[src/rtl/mn_div_pkg.sv]
package mn_div_pkg;

    localparam int TERM_W = 15;
    localparam int WORD_W = 2 * TERM_W + 2;
    localparam int SUM_W  = TERM_W + 1;

    // Bit order of the packed struct matches the control-word layout.
    typedef struct packed {
        logic              upd;
        logic [TERM_W-1:0] n;
        logic [TERM_W-1:0] m;
        logic              en;
    } ctl_word_t;

    typedef struct packed {
        logic [TERM_W-1:0] m;
        logic [TERM_W-1:0] n;
    } ratio_t;

    function automatic logic ratio_ok(input ratio_t r);
        return (r.m != '0) && (r.n != '0) && (r.m <= r.n);
    endfunction

endpackage

[src/rtl/mn_cfg_reg.sv]
module mn_cfg_reg
    import mn_div_pkg::*;
(
    input  logic              clk,
    input  logic              rst,
    input  logic              wr,
    input  logic [WORD_W-1:0] wdata,
    output ctl_word_t         stored,
    output ratio_t            active,
    output logic              load
);

    ctl_word_t stored_q;
    ratio_t    active_q;

    always_ff @(posedge clk) begin
        if (rst) begin
            stored_q <= '0;
            active_q <= '0;
        end else begin
            if (stored_q.upd) begin
                active_q.m <= stored_q.m;
                active_q.n <= stored_q.n;
            end
            if (wr) begin
                stored_q <= ctl_word_t'(wdata);
            end else if (stored_q.upd) begin
                stored_q.upd <= 1'b0;
            end
        end
    end

    assign stored = stored_q;
    assign active = active_q;
    assign load   = stored_q.upd;

endmodule

[src/rtl/mn_ratio_accum.sv]
module mn_ratio_accum
    import mn_div_pkg::*;
(
    input  logic              clk,
    input  logic              rst,
    input  logic              clear,
    input  logic              step,
    input  ratio_t            ratio,
    output logic              fire,
    output logic [TERM_W-1:0] acc
);

    logic [TERM_W-1:0] acc_q;
    logic [SUM_W-1:0]  sum;
    logic [SUM_W-1:0]  wrapped;

    always_comb begin
        sum     = {1'b0, acc_q} + {1'b0, ratio.m};
        fire    = step && (sum >= {1'b0, ratio.n});
        wrapped = sum - {1'b0, ratio.n};
    end

    always_ff @(posedge clk) begin
        if (rst || clear) begin
            acc_q <= '0;
        end else if (step) begin
            acc_q <= fire ? wrapped[TERM_W-1:0] : sum[TERM_W-1:0];
        end
    end

    assign acc = acc_q;

endmodule

[src/rtl/mn_out_gate.sv]
module mn_out_gate
    import mn_div_pkg::*;
(
    input  logic   clk,
    input  logic   rst,
    input  logic   en,
    input  logic   pending,
    input  ratio_t ratio,
    input  logic   fire,
    output logic   run,
    output logic   pulse
);

    logic pulse_q;

    assign run = en && !pending && ratio_ok(ratio);

    always_ff @(posedge clk) begin
        if (rst) begin
            pulse_q <= 1'b0;
        end else begin
            pulse_q <= run && fire;
        end
    end

    assign pulse = pulse_q;

endmodule

[src/rtl/mn_frac_div.sv]
module mn_frac_div
    import mn_div_pkg::*;
(
    input  logic              clk,
    input  logic              rst,
    input  logic              cfg_wr,
    input  logic [WORD_W-1:0] cfg_wdata,
    output logic [WORD_W-1:0] cfg_rdata,
    output logic              clk_en
);

    ctl_word_t         stored;
    ratio_t            active;
    logic              load;
    logic              run;
    logic              fire;
    logic [TERM_W-1:0] acc_val;
    logic [TERM_W-1:0] act_m;
    logic [TERM_W-1:0] act_n;

    mn_cfg_reg u_cfg (
        .clk    (clk),
        .rst    (rst),
        .wr     (cfg_wr),
        .wdata  (cfg_wdata),
        .stored (stored),
        .active (active),
        .load   (load)
    );

    mn_ratio_accum u_acc (
        .clk   (clk),
        .rst   (rst),
        .clear (load),
        .step  (run),
        .ratio (active),
        .fire  (fire),
        .acc   (acc_val)
    );

    mn_out_gate u_gate (
        .clk     (clk),
        .rst     (rst),
        .en      (stored.en),
        .pending (load),
        .ratio   (active),
        .fire    (fire),
        .run     (run),
        .pulse   (clk_en)
    );

    assign cfg_rdata = stored;
    assign act_m     = active.m;
    assign act_n     = active.n;

endmodule

[config.mk]
export PLATFORM = sky130hd
export DESIGN_NAME = mn_frac_div
export DESIGN_NICKNAME = d
export VERILOG_FILES = /design/src/rtl/mn_div_pkg.sv /design/src/rtl/mn_cfg_reg.sv /design/src/rtl/mn_ratio_accum.sv /design/src/rtl/mn_out_gate.sv /design/src/rtl/mn_frac_div.sv
export SDC_FILE = /design/constraint.sdc
export NUM_CORES = 1
export LEC_CHECK = 0
export ABC_AREA = 1
export BUFFER_PORTS_ARGS = -buffer_cell sky130_fd_sc_hd__buf_2
export CORE_AREA = 3 3 112 114
export CTS_BUF_LIST = sky130_fd_sc_hd__clkbuf_8
export CTS_CLUSTER_DIAMETER = 200
export DETAILED_ROUTE_END_ITERATION = 7
export DIE_AREA = 0 0 115 117
export PLACE_DENSITY = 0.69
export SLEW_MARGIN = 20
export SYNTH_ARGS = -nofsm -noshare
export SYNTH_HDL_FRONTEND = slang
export SYNTH_HIERARCHICAL = 1
export SYNTH_SLANG_ARGS = --single-unit
[constraint.sdc]
create_clock -name clk -period 4.78 [get_ports clk]
set_input_delay 0.956 -clock clk [delete_from_list [all_inputs] [get_ports clk]]
set_output_delay 0.956 -clock clk [all_outputs]
set_load 0.02 [all_outputs]
After elaboration in Yosys (flattened, before gate mapping)
Index checks and enable logic that the tools add are counted.
{"block": "totals", "output_inout_bits": 33, "word_cells": 25, "ff_bits": 78, "input_bits": 35}
{"block": "op_classes", "n_mux": 1, "add_sub_neg": 2, "n_reduce_logical": 11, "n_lt_le_gt_ge": 2, "bitwise": 1}
{"cell": "$reduce_bool 15->1", "n": 2}
{"cell": "$add 15x15->16", "n": 1}
{"cell": "$ge 16x15->1", "n": 1}
{"cell": "$le 15x15->1", "n": 1}
{"cell": "$mux 15", "n": 1}
{"cell": "$sub 15x15->15", "n": 1}
{"cell": "$logic_and 1x1->1", "n": 6}
{"cell": "$reduce_or 2->1", "n": 1}
{"cell": "$logic_not 1->1", "n": 1}
{"cell": "$logic_or 1x1->1", "n": 1}
{"cell": "$not 1->1", "n": 1}

Longest topological paths before layout
Gate-level depths: netlist of the first run.
{"block": "logic_depth", "depth_word": 6, "depth_mapped": 23, "ltp_nobuf": 23}

Hierarchy
Netlist of the first run, hierarchy kept.
{"module": "mn_cfg_reg", "area_per_inst_um2": 2581.2, "seq_area_each_um2": 1241.2, "n_inst": 1, "cells_per_inst": 391}
{"module": "mn_ratio_accum", "area_per_inst_um2": 2556.2, "seq_area_each_um2": 300.3, "n_inst": 1, "cells_per_inst": 439}
{"module": "mn_out_gate", "area_per_inst_um2": 603.1, "seq_area_each_um2": 20.0, "n_inst": 1, "cells_per_inst": 103}

Worst setup path after synthesis of the first run
OpenSTA, ideal clock, no wires.
{"block": "synth_path", "path_kind": "reg-to-reg", "startpoint": "register u_cfg.active_q (netlist bit u_cfg/active[15])", "endpoint": "register u_acc.acc_q[4] (netlist: u_acc/acc[4])", "synth_period_minus_slack_ps": 3032, "stages_incl_launch_ff": 21, "arrival_ps": 2920, "required_time_ps": 4667, "path_buffers": 0, "setup_ps": 113, "slack_ps": 1748, "cell_sequence": "dfxtp_1 > ha_1 > fa_1 > nand3_1 > nand3_1 > a21oi_1 > xor2_1 > inv_1 > ha_1 > nand2_1 > inv_1 > nand2_1 > nand2_1 > a21oi_2 > nand2_4 > nand2_4 > nand3_4 > nor2_4 > nand2_1 > o211ai_2 > inv_2"}
{"block": "synth_via", "elab_chain_cells": 6, "elab_cells_between_ends": 10, "classes_between": "add/sub: 2; order compare: 2; mux: 1; reduce/logical: 5"}
{"item": "from (decl)", "line_no": "mn_cfg_reg.sv:14", "source": "ratio_t active_q;"}
{"item": "parallel branches: the longest is 6 deep, another holds $add 15x15->16"}
{"item": "to (signal assigned)", "line_no": "mn_ratio_accum.sv:27", "source": "acc_q <= fire ? wrapped[TERM_W-1:0] : sum[TERM_W-1:0];"}
{"item": "to (decl)", "line_no": "mn_ratio_accum.sv:13", "source": "logic [TERM_W-1:0] acc_q;"}
Parallel ways; which one is timed is not known.
A chain may end at the register's enable or synchronous reset.

Final worst setup path of the first run
Same ends and word-level chain as after synthesis.

==> results.sh, run 1 <==
export IMPL_yosys_area_share_adder_pct=10.5
export IMPL_antenna_cells=0
export IMPL_crit_arrival_ns=3.65
export IMPL_placed_cells_incl_taps=1122
export IMPL_drive_above_1_share_pct=13.0
export IMPL_numPortBuffers=67
export IMPL_place_hpwl_mm=10.7
export IMPL_htreeDepth=3
export IMPL_syn_num_nets=1015
export IMPL_layout_nets=1072
export IMPL_gp_congestion=0.903
export IMPL_cts_setup_buffers=0
export IMPL_design_core_area_mm2=0.0115
export IMPL_cts_buffers=9
export IMPL_dominantRegCellSynth="dfxtp_1"
export IMPL_r2r_setup_slack_ns=1.39
export IMPL_syn_inst=933
export IMPL_cts_hold_buf=0
export IMPL_crit_type="flop to flop"
export IMPL_clockBufferDepth=2
export IMPL_die_y_um=117
export IMPL_synthXorXnorAreaFrac_pct=2.44
export IMPL_rows=39
export IMPL_cp_endpoint="u_acc/acc[4]"
export IMPL_clk_pin_slew_ns=0.09
export IMPL_crit_path_max_fanout=8
export IMPL_postRouteAntennaNets=0
export IMPL_setup_violations=0
export IMPL_outcome="complete, no violations"
export IMPL_die_w_um=115
export IMPL_cp_start_kind="flop"
export IMPL_num_fill_cells=1217
export IMPL_synth_cell_area_mm2=0.00574
export IMPL_final_cell_mix="282 x nand2_1, 190 x nor2_1, 158 x inv_1"
export IMPL_whs_ns=0.484
export IMPL_peakVddDrop_uv=158
export IMPL_period_needed_ns=3.39
export IMPL_setup_tns_ns=0
export IMPL_synth_area_per_cell_um2=6.15
export IMPL_ys_async_sr_fraction_pct=0
export IMPL_worstSetupStartpoint="u_cfg/active[15]"
export IMPL_cp_common_cell="nand2_1"
export IMPL_start_util_pct=49.8
export IMPL_maxSlewViolCount=0
export IMPL_finalClockSkew_ns=0.0119
export IMPL_vias_per_cell=4.73
export IMPL_crit_chain="ha_1 -> fa_1 -> nand3_1 -> nand3_1 -> a21oi_1 -> xor2_1 -> inv_1 -> ha_1 -> nand2_1 -> inv_1 -> nand2_1 -> nand2_1 -> a21oi_2 -> nand2_4 -> nand2_4 -> nand3_4 -> nor2_4 -> nand2_1 -> o211ai_2 -> inv_2"
export IMPL_power_leakage_nw=3.53
export IMPL_final_hold_violation_count=0
export IMPL_end_kind="flop"
export IMPL_vias=5388
export IMPL_synth_edff_count=0
export IMPL_grt_pass1_wl_mm=23.0
export IMPL_final_cells=1138
export IMPL_cts_sinks=78
export IMPL_worstReg2RegEnd="u_acc/acc[4]"
export IMPL_wl_per_cell_um=12.0
export IMPL_synth_compound_area_share_pct=4.66
export IMPL_synth_top_family_by_area="simple AND/OR/NAND/NOR gates"
export IMPL_tightestPinTransition_ns=0.989
export IMPL_slew_headroom_pct=34.1
export IMPL_grt_max_degree=64
export IMPL_cts_root_buf="clkbuf_8"
export IMPL_cp_required_ns=5.04
export IMPL_reg2reg_from="u_cfg/active[15]"
export IMPL_wl_mm=13.7
export IMPL_final_common_cell="nand2_1"
export IMPL_dr_pass1_iters=5
export IMPL_rsz0062_at_grt="no"
export IMPL_post_cts_resized=0
export IMPL_die_area_mm2=0.0135
export IMPL_cpPeakStageDelay_ns=0.44
export IMPL_drv_cap=0
export IMPL_synthSimpleGateAreaFrac_pct=40.7
export IMPL_area_growth_syn_to_layout_pct=9.31
export IMPL_clkLatencyLatePin_ns=0.36
export IMPL_pin_count=68
export IMPL_crit_slowest_cell="fa_1"
export IMPL_period_share_pct=70.9
export IMPL_ys_seq_area_share_pct=27.2
export IMPL_p_per_area_mw_per_mm2=315
export IMPL_muxShareOfSynthArea_pct=0
export IMPL_grt_overflow=0
export IMPL_fmax_mhz=295
export IMPL_grt_use_total_pct=21.3
export IMPL_grt_pass1_vias=4900
export IMPL_synth_seq_cells=78
export IMPL_ys_types=38
export IMPL_drc=0
export IMPL_power_total_w=0.00198
export IMPL_detail_route_iter0_violations=293
export IMPL_ff2ff_path_depth=20
export IMPL_cts_tree="built"
export IMPL_hp_start="u_cfg/stored[28]"
export IMPL_antenna_found_initial=0
export IMPL_hp_class="flop to flop"
export IMPL_yosys_warnings=6
## cells in the mapped netlist, types with 2 or more instances
library cell | number | share of area, %
nand3b_1 | 2 | 0.26
nor2_1 | 190 | 12
nand4_1 | 14 | 1.5
buf_4 | 4 | 0.52
o21bai_1 | 2 | 0.26
o21ai_0 | 7 | 0.61
buf_6 | 11 | 2.2
nor2_4 | 4 | 0.78
nor3_2 | 3 | 0.52
nand2_4 | 2 | 0.39
a21oi_1 | 27 | 2.4
ha_1 | 45 | 9.8
inv_1 | 157 | 10
nand2_1 | 282 | 18
inv_2 | 11 | 0.72
dfxtp_1 | 78 | 27
nand2_2 | 8 | 0.87
fa_1 | 2 | 0.70
buf_2 | 7 | 0.61
a21oi_2 | 2 | 0.31
nor3_1 | 4 | 0.35
xnor2_1 | 2 | 0.31
xor2_1 | 14 | 2.1
nor2_2 | 2 | 0.22
o211ai_2 | 4 | 0.87
nand3_1 | 36 | 3.1
nand3_4 | 2 | 0.61
## worst max-delay path, delay by kind of cell (launching register included)
| family | cells | cell delay [ns] |
|---|---|---|
| and+or+nand+nor | 10 | 1.07 |
| adders and majority gates | 3 | 1.02 |
| AOI/OAI and AO/OA | 3 | 0.45 |
| DFF | 1 | 0.35 |
| xor gates and xnor gates | 1 | 0.25 |
| buffers and inverters | 3 | 0.16 |
## flip-flops by register name, summed over array words and instances (netlist names)
register,flops
u_cfg/load,1
u_cfg/stored,31
u_cfg/active,30
u_gate/pulse,1
u_acc/acc,15
## final cells by class
cell class | instances | area (µm²) | area share (%)
inverters | 169 | 637 | 10.1
well taps | 143 | 179 | 2.85
repair buffers | 69 | 350 | 5.58
multi-input cells | 663 | 3350 | 53.4
clock inverters | 7 | 72.6 | 1.16
clock buffers | 9 | 124 | 1.97
flip-flops and latches | 78 | 1560 | 24.9
## kinds of logic (layout without fill, tap and decap cells)
logic type               Yosys count  in the layout
AO/OA/AOI/OAI                     44             44
XOR/XNOR                          16             16
adder cells (fa/ha/maj)           47             47
buffers and inverters            192            254
flip-flops                        78             78
AND/OR/NAND/NOR                  556            556
## how the worst min path moves through the flow
| stage | to | slack [ns] | depth (start not counted) |
|---|---|---|---|
| after floorplan | u_cfg/active[10] | 0.46 | 2 |
| after detailed placement | u_cfg/stored[28] | 0.48 | 2 |
| after global placement | u_cfg/stored[12] | 0.47 | 2 |
| after CTS | u_cfg/stored[22] | 0.49 | 2 |
| final | u_cfg/stored[28] | 0.48 | 2 |
| after global routing | u_cfg/stored[10] | 0.51 | 2 |
## per-layer routing
metal  vias to the layer above  part of all wire, %  GRT usage (%)
met5                         -                    0              0
met4                         0                  1.7           5.63
met3                        16                  4.1           3.44
met2                       107                   44           34.6
met1                      2346                   51           29.5
li1                       2919                    -              -
## stage by stage
| stage | util [%] | setup WS [ns] | area, µm² |
|---|---|---|---|
| 2_1_floorplan | - | 1.75 | 5740 |
| 5_1_grt | 54.5 | 1.12 | 6270 |
| 3_5_place_dp | 52.8 | 1.44 | 6080 |
| 3_3_place_gp | 52.8 | 1.51 | 6080 |
| 6_report | 54.5 | 1.39 | 6270 |
| 4_1_cts | 54.5 | 1.43 | 6270 |
## power by group
group	total (W)	internal, W	switching [W]
Sequential	0.000730	0.000691	0.0000390
Combinational	0.000741	0.000263	0.000478
Clock	0.000507	0.000243	0.000264
Note: power is estimated with default switching activity, not from simulation.
==> run 2, diff against run 1 <==
==> constraint.sdc (replaced) <==
create_clock -name clk -period 3.4 [get_ports clk]
set_input_delay 0.68 -clock clk [delete_from_list [all_inputs] [get_ports clk]]
set_output_delay 0.68 -clock clk [all_outputs]
set_load 0.02 [all_outputs]
==> results.sh, run 2 (synthesis gave the netlist of run 1 again) <==
export IMPL_outcome="complete, no violations"
export IMPL_die_w_um=115
export IMPL_netSwitchingPower_w=0.00113
export IMPL_setup_violations=0
export IMPL_htreeDepth=3
export IMPL_grt_pass1_wl_mm=22.8
export IMPL_antenna_found_initial=0
export IMPL_hp_start="u_cfg/stored[7]"
export IMPL_grt_use_total_pct=21.3
export IMPL_period_needed_ns=3.20
export IMPL_drive_above_1_share_pct=15.1
export IMPL_design_core_area_mm2=0.0115
export IMPL_whs_ns=0.487
export IMPL_end_kind="flop"
export IMPL_fmax_mhz=312
export IMPL_hold_path_end="u_cfg/stored[7]"
export IMPL_die_y_um=117
export IMPL_p_per_area_mw_per_mm2=443
export IMPL_postRouteAntennaNets=0
export IMPL_final_cell_mix="281 x nand2_1, 190 x nor2_1, 157 x inv_1"
export IMPL_grt_overflow=0
export IMPL_cts_tree="built"
export IMPL_vias=5360
export IMPL_wl_per_cell_um=12.2
export IMPL_layout_nets=1079
export IMPL_peakVddDrop_uv=225
export IMPL_route_met3_wl_um=582
export IMPL_power_leakage_nw=3.57
export IMPL_slew_headroom_pct=33.7
export IMPL_seq_power_share_pct=36.3
export IMPL_clk_pin_slew_ns=0.09
export IMPL_clkLatencyLatePin_ns=0.36
export IMPL_grt_pass1_vias=4834
export IMPL_finalClockSkew_ns=0.0109
export IMPL_gp_congestion=0.907
export IMPL_switching_share_pct=39.9
export IMPL_grt_max_degree=64
export IMPL_crit_arrival_ns=3.47
export IMPL_wl_met2_mm=6.23
export IMPL_power_frac_comb_pct=37.5
export IMPL_topRoutingLayerUsed="met4"
export IMPL_area_growth_syn_to_layout_pct=11.5
export IMPL_power_total_w=0.00284
export IMPL_drc=0
export IMPL_final_common_cell="nand2_1"
export IMPL_wl_mm=14.0
export IMPL_tightestPinTransition_ns=0.995
export IMPL_cts_buffers=9
export IMPL_hp_class="flop to flop"
export IMPL_clkPwrFrac_pct=26.2
export IMPL_drv_cap=0
export IMPL_maxSlewViolCount=0
export IMPL_internal_power_w=0.00170
export IMPL_num_fill_cells=1181
export IMPL_die_area_mm2=0.0135
export IMPL_period_share_pct=94.2
export IMPL_start_util_pct=49.8
export IMPL_detail_route_iter0_violations=319
export IMPL_cts_sinks=78
export IMPL_vias_per_cell=4.68
export IMPL_cp_required_ns=3.67
export IMPL_cp_start_kind="flop"
export IMPL_place_hpwl_mm=10.9
export IMPL_r2r_setup_slack_ns=0.20
export IMPL_cts_hold_buf=0
export IMPL_largest_reg_flops=31
export IMPL_reg2reg_from="u_acc/acc[6]"
export IMPL_rows=39
export IMPL_final_hold_violation_count=0
export IMPL_whs_path_depth=2
export IMPL_crit_type="flop to flop"
export IMPL_worstReg2RegEnd="u_acc/acc[4]"
export IMPL_crit_path_max_fanout=8
export IMPL_m1WireLength_mm=6.92
export IMPL_cts_root_buf="clkbuf_8"
export IMPL_antenna_cells=0
export IMPL_pin_count=68
export IMPL_dr_pass1_iters=5
export IMPL_numPortBuffers=67
export IMPL_finish_utilization_pct=55.6
export IMPL_ff2ff_path_depth=20
export IMPL_clockBufferDepth=2
==> run 2: changes by cell type in the layout (fill, tap and decap cells not counted), moves of 2 or more <==
cell     delta
buf_4       +7
ha_1        -5
ha_2        +3
a21oi_1     -2
a21oi_2     +2
dfxtp_1     -2
dfxtp_2     +2
ha_4        +2
==> run 2: area by class of cell <==
type / instances / area [µm²] / area share [%]
Multi-Input combinational cell: 663 / 3410 / 53.3
Sequential cell: 78 / 1570 / 24.4
Inverter: 169 / 637 / 9.95
Timing Repair Buffer: 76 / 403 / 6.29
Tap cell: 143 / 179 / 2.79
Clock buffer: 9 / 124 / 1.93
Clock inverter: 7 / 80.1 / 1.25
==> run 2: power by group through the flow <==
stage | Clock, W | Sequential (W) | Combinational [W]
after global placement | 0 | 0.00105 | 0.00103
after detailed placement | 0 | 0.00105 | 0.00104
final | 0.000744 | 0.00103 | 0.00106
after global routing | 0.000802 | 0.00104 | 0.00119
after floorplan | 0 | 0.00106 | 0.000790
after CTS | 0.000762 | 0.00103 | 0.00104
==> run 2: through the flow <==
stage	TNS (ns)	instance area (µm²)	worst slack (ns)	instances
2_1_floorplan	0	5740	0.368	933
3_3_place_gp	0	6120	0.123	1127
3_5_place_dp	0	6120	0.0529	1127
4_1_cts	0	6320	0.0387	1143
5_1_grt	-0.204	6400	-0.0448	1145
6_report	0	6400	0.198	1145
==> run 2: routing by layer <==
layer	vias to the layer above	global-route usage [%]
met4	0	6.49
met5	-	0
met1	2304	29.1
li1	2930	-
met2	110	35.1
met3	16	2.78
==> run 2: what timing repair did <==
| item | 4_1_cts | 5_1_grt |
|---|---|---|
| setup buffers | 0 | 2 |
| setup endpoints to repair | 0 | 16 |
| resized for setup | 0 | 14 |
==> run 2: worst max-delay path by stage <==
stage	depth (start not counted)	start	end
3_3_place_gp	20	u_cfg/active[15]	u_acc/acc[4]
2_1_floorplan	20	u_cfg/active[15]	u_acc/acc[4]
6_report	20	u_acc/acc[6]	u_acc/acc[4]
3_5_place_dp	20	u_cfg/active[15]	u_acc/acc[5]
4_1_cts	20	u_cfg/active[15]	u_acc/acc[4]
5_1_grt	20	u_cfg/active[23]	u_acc/acc[4]
==> run 2: worst max-delay path: stages (launching register included) <==
cell and delay, ns:
dfxtp_1 0.35, ha_1 0.37, nand2_1 0.09, nand2_1 0.07, inv_1 0.06, nand2_1 0.07, inv_1 0.06, nand2_1 0.09
a21oi_2 0.19, xnor2_2 0.15, ha_1 0.33, a21oi_1 0.23, nand2_1 0.13, a21oi_2 0.22, nand2_4 0.08, nand2_4 0.08
nand3_4 0.15, nor2_4 0.21, nand2_1 0.08, o211ai_2 0.07, inv_2 0.04
==> run 3, diff against run 2 <==
--- a/config.mk
+++ b/config.mk
@@ -12,7 +12,7 @@
 export CTS_CLUSTER_DIAMETER = 200
 export DETAILED_ROUTE_END_ITERATION = 7
 export DIE_AREA = 0 0 115 117
-export PLACE_DENSITY = 0.69
+export PLACE_DENSITY = 0.71
 export SLEW_MARGIN = 20
 export SYNTH_ARGS = -nofsm -noshare
 export SYNTH_HDL_FRONTEND = slang
==> results.sh, run 3 (synthesis gave the netlist of run 1 again) <==
export IMPL_grt_pass1_wl_mm=23.4
export IMPL_p_per_area_mw_per_mm2=439
export IMPL_setup_violations=0
export IMPL_netSwitchingPower_w=0.00112
export IMPL_cp_required_ns=3.65
export IMPL_whs_ns=0.488
export IMPL_cts_buffers=9
export IMPL_drv_cap=0
export IMPL_maxSlewViolCount=0
export IMPL_peakVddDrop_uv=247
export IMPL_cts_tree="built"
export IMPL_crit_cells=20
export IMPL_clk_pin_slew_ns=0.08
export IMPL_crit_slowest_cell="dfxtp_1"
export IMPL_rows=39
export IMPL_final_cell_mix="279 x nand2_1, 187 x nor2_1, 158 x inv_1"
export IMPL_cts_root_buf="clkbuf_8"
export IMPL_grt_pass1_vias=4975
export IMPL_crit_type="flop to flop"
export IMPL_die_y_um=117
export IMPL_power_leakage_nw=3.55
export IMPL_period_needed_ns=3.20
export IMPL_critPathTopFamily="simple AND/OR/NAND/NOR gates"
export IMPL_final_cells=1143
export IMPL_period_share_pct=94.2
export IMPL_crit_arrival_ns=3.45
export IMPL_final_hold_violation_count=0
export IMPL_numPortBuffers=67
export IMPL_power_frac_comb_pct=38.4
export IMPL_postRouteAntennaNets=0
export IMPL_cp_start_kind="flop"
export IMPL_end_kind="flop"
export IMPL_outcome="complete, no violations"
export IMPL_grt_overflow=0
export IMPL_placed_cells_incl_taps=1125
export IMPL_hp_class="flop to flop"
export IMPL_dr_pass1_iters=5
export IMPL_design_core_area_mm2=0.0115
export IMPL_cpPeakStageDelay_ns=0.39
export IMPL_vias=5563
export IMPL_cts_sinks=78
export IMPL_detail_route_iter0_violations=356
export IMPL_clkLatencyLatePin_ns=0.35
export IMPL_gp_congestion=0.921
export IMPL_layout_nets=1077
export IMPL_finish_utilization_pct=56.0
export IMPL_start_util_pct=49.8
export IMPL_vias_per_cell=4.87
export IMPL_htreeDepth=3
export IMPL_tightestPinTransition_ns=0.988
export IMPL_cp_common_cell="nand2_1"
export IMPL_wl_mm=14.1
export IMPL_die_area_mm2=0.0135
export IMPL_wl_per_cell_um=12.3
export IMPL_grt_use_total_pct=21.5
export IMPL_drive_above_1_share_pct=16.3
export IMPL_seq_power_share_pct=36.5
export IMPL_cp_num_buf_inv=2
export IMPL_clockBufferDepth=2
export IMPL_antenna_found_initial=0
export IMPL_finalClockSkew_ns=0.0129
export IMPL_fmax_mhz=312
export IMPL_drc=0
export IMPL_grt_max_degree=64
export IMPL_num_fill_cells=1158
export IMPL_internal_power_w=0.00171
export IMPL_final_common_cell="nand2_1"
export IMPL_area_growth_syn_to_layout_pct=12.3
export IMPL_ff2ff_path_depth=20
export IMPL_crit_path_max_fanout=8
export IMPL_place_hpwl_mm=10.8
export IMPL_slew_headroom_pct=34.0
export IMPL_crit_chain="ha_4 -> nand2_1 -> nor2_2 -> nand2_1 -> nand2_1 -> a21oi_1 -> xnor2_1 -> ha_1 -> nand2_2 -> inv_1 -> nand2_1 -> nand2_1 -> a21oi_2 -> nand2_4 -> nand2_4 -> nand3_4 -> nor2_4 -> nand2_1 -> o211ai_2 -> inv_2"
export IMPL_switching_share_pct=39.5
export IMPL_die_w_um=115
export IMPL_whs_path_depth=2
export IMPL_antenna_cells=0
export IMPL_power_total_w=0.00283
export IMPL_cts_hold_buf=0
export IMPL_pin_count=68
export IMPL_clkPwrFrac_pct=25.1
export IMPL_largest_reg_flops=31
==> run 3: power groups by stage <==
stage / Sequential, W / Clock (W) / Combinational [W]
2_1_floorplan: 0.00106 / 0 / 0.000790
3_3_place_gp: 0.00105 / 0 / 0.00103
3_5_place_dp: 0.00105 / 0 / 0.00103
4_1_cts: 0.00103 / 0.000724 / 0.00104
5_1_grt: 0.00104 / 0.000760 / 0.00122
6_report: 0.00103 / 0.000709 / 0.00109
==> run 3: final timing paths <==
check	endpoint	startpoint	slack, ns
setup / recovery	u_acc/acc[4]	u_cfg/active[18]	0.20
setup reg to reg	u_acc/acc[4]	u_cfg/active[18]	0.20
hold reg to reg	u_cfg/stored[25]	u_cfg/stored[25]	0.49
hold / removal	u_cfg/stored[25]	u_cfg/stored[25]	0.49
==> run 3: area by class of cell <==
class	count	area, µm²	area share, %
clock inverter	7	72.6	1.13
timing repair buffer	74	388	6.01
clock buffer	9	124	1.92
multi-input combinational	663	3480	54.0
tap	143	179	2.77
inverter	169	637	9.88
sequential	78	1570	24.3
==> run 3: timing repair <==
item | CTS | global route
setup endpoints to repair | 0 | 16
gates resized for setup | 0 | 30
setup buffers | 0 | 2
hold endpoints to repair | 0 | 0
==> run 3: metal layers <==
layer / up-vias / share of wire, % / GRT usage, %
li1: 2928 / - / -
met1: 2457 / 48 / 29.9
met2: 151 / 44 / 34.3
met3: 27 / 5.1 / 3.19
met4: 0 / 2.3 / 7.36
met5: - / 0 / 0
==> run 3: worst reg2reg max path: stages (launching register included) <==
cell      delay, ns
dfxtp_1        0.39
ha_4           0.33
nand2_1        0.10
nor2_2         0.13
nand2_1        0.07
nand2_1        0.11
a21oi_1        0.09
xnor2_1        0.30
ha_1           0.34
nand2_2        0.12
inv_1          0.05
nand2_1        0.06
nand2_1        0.07
a21oi_2        0.23
nand2_4        0.09
nand2_4        0.08
nand3_4        0.15
nor2_4         0.23
nand2_1        0.09
o211ai_2       0.07
inv_2          0.04
==> run 3: per-stage QoR <==
stage	setup TNS [ns]	worst slack, ns	instance area, µm²
5_1_grt	-0.0575	-0.0218	6450
3_5_place_dp	0	0.0260	6100
3_3_place_gp	0	0.126	6100
2_1_floorplan	0	0.368	5740
4_1_cts	0	0.0140	6300
6_report	0	0.198	6450
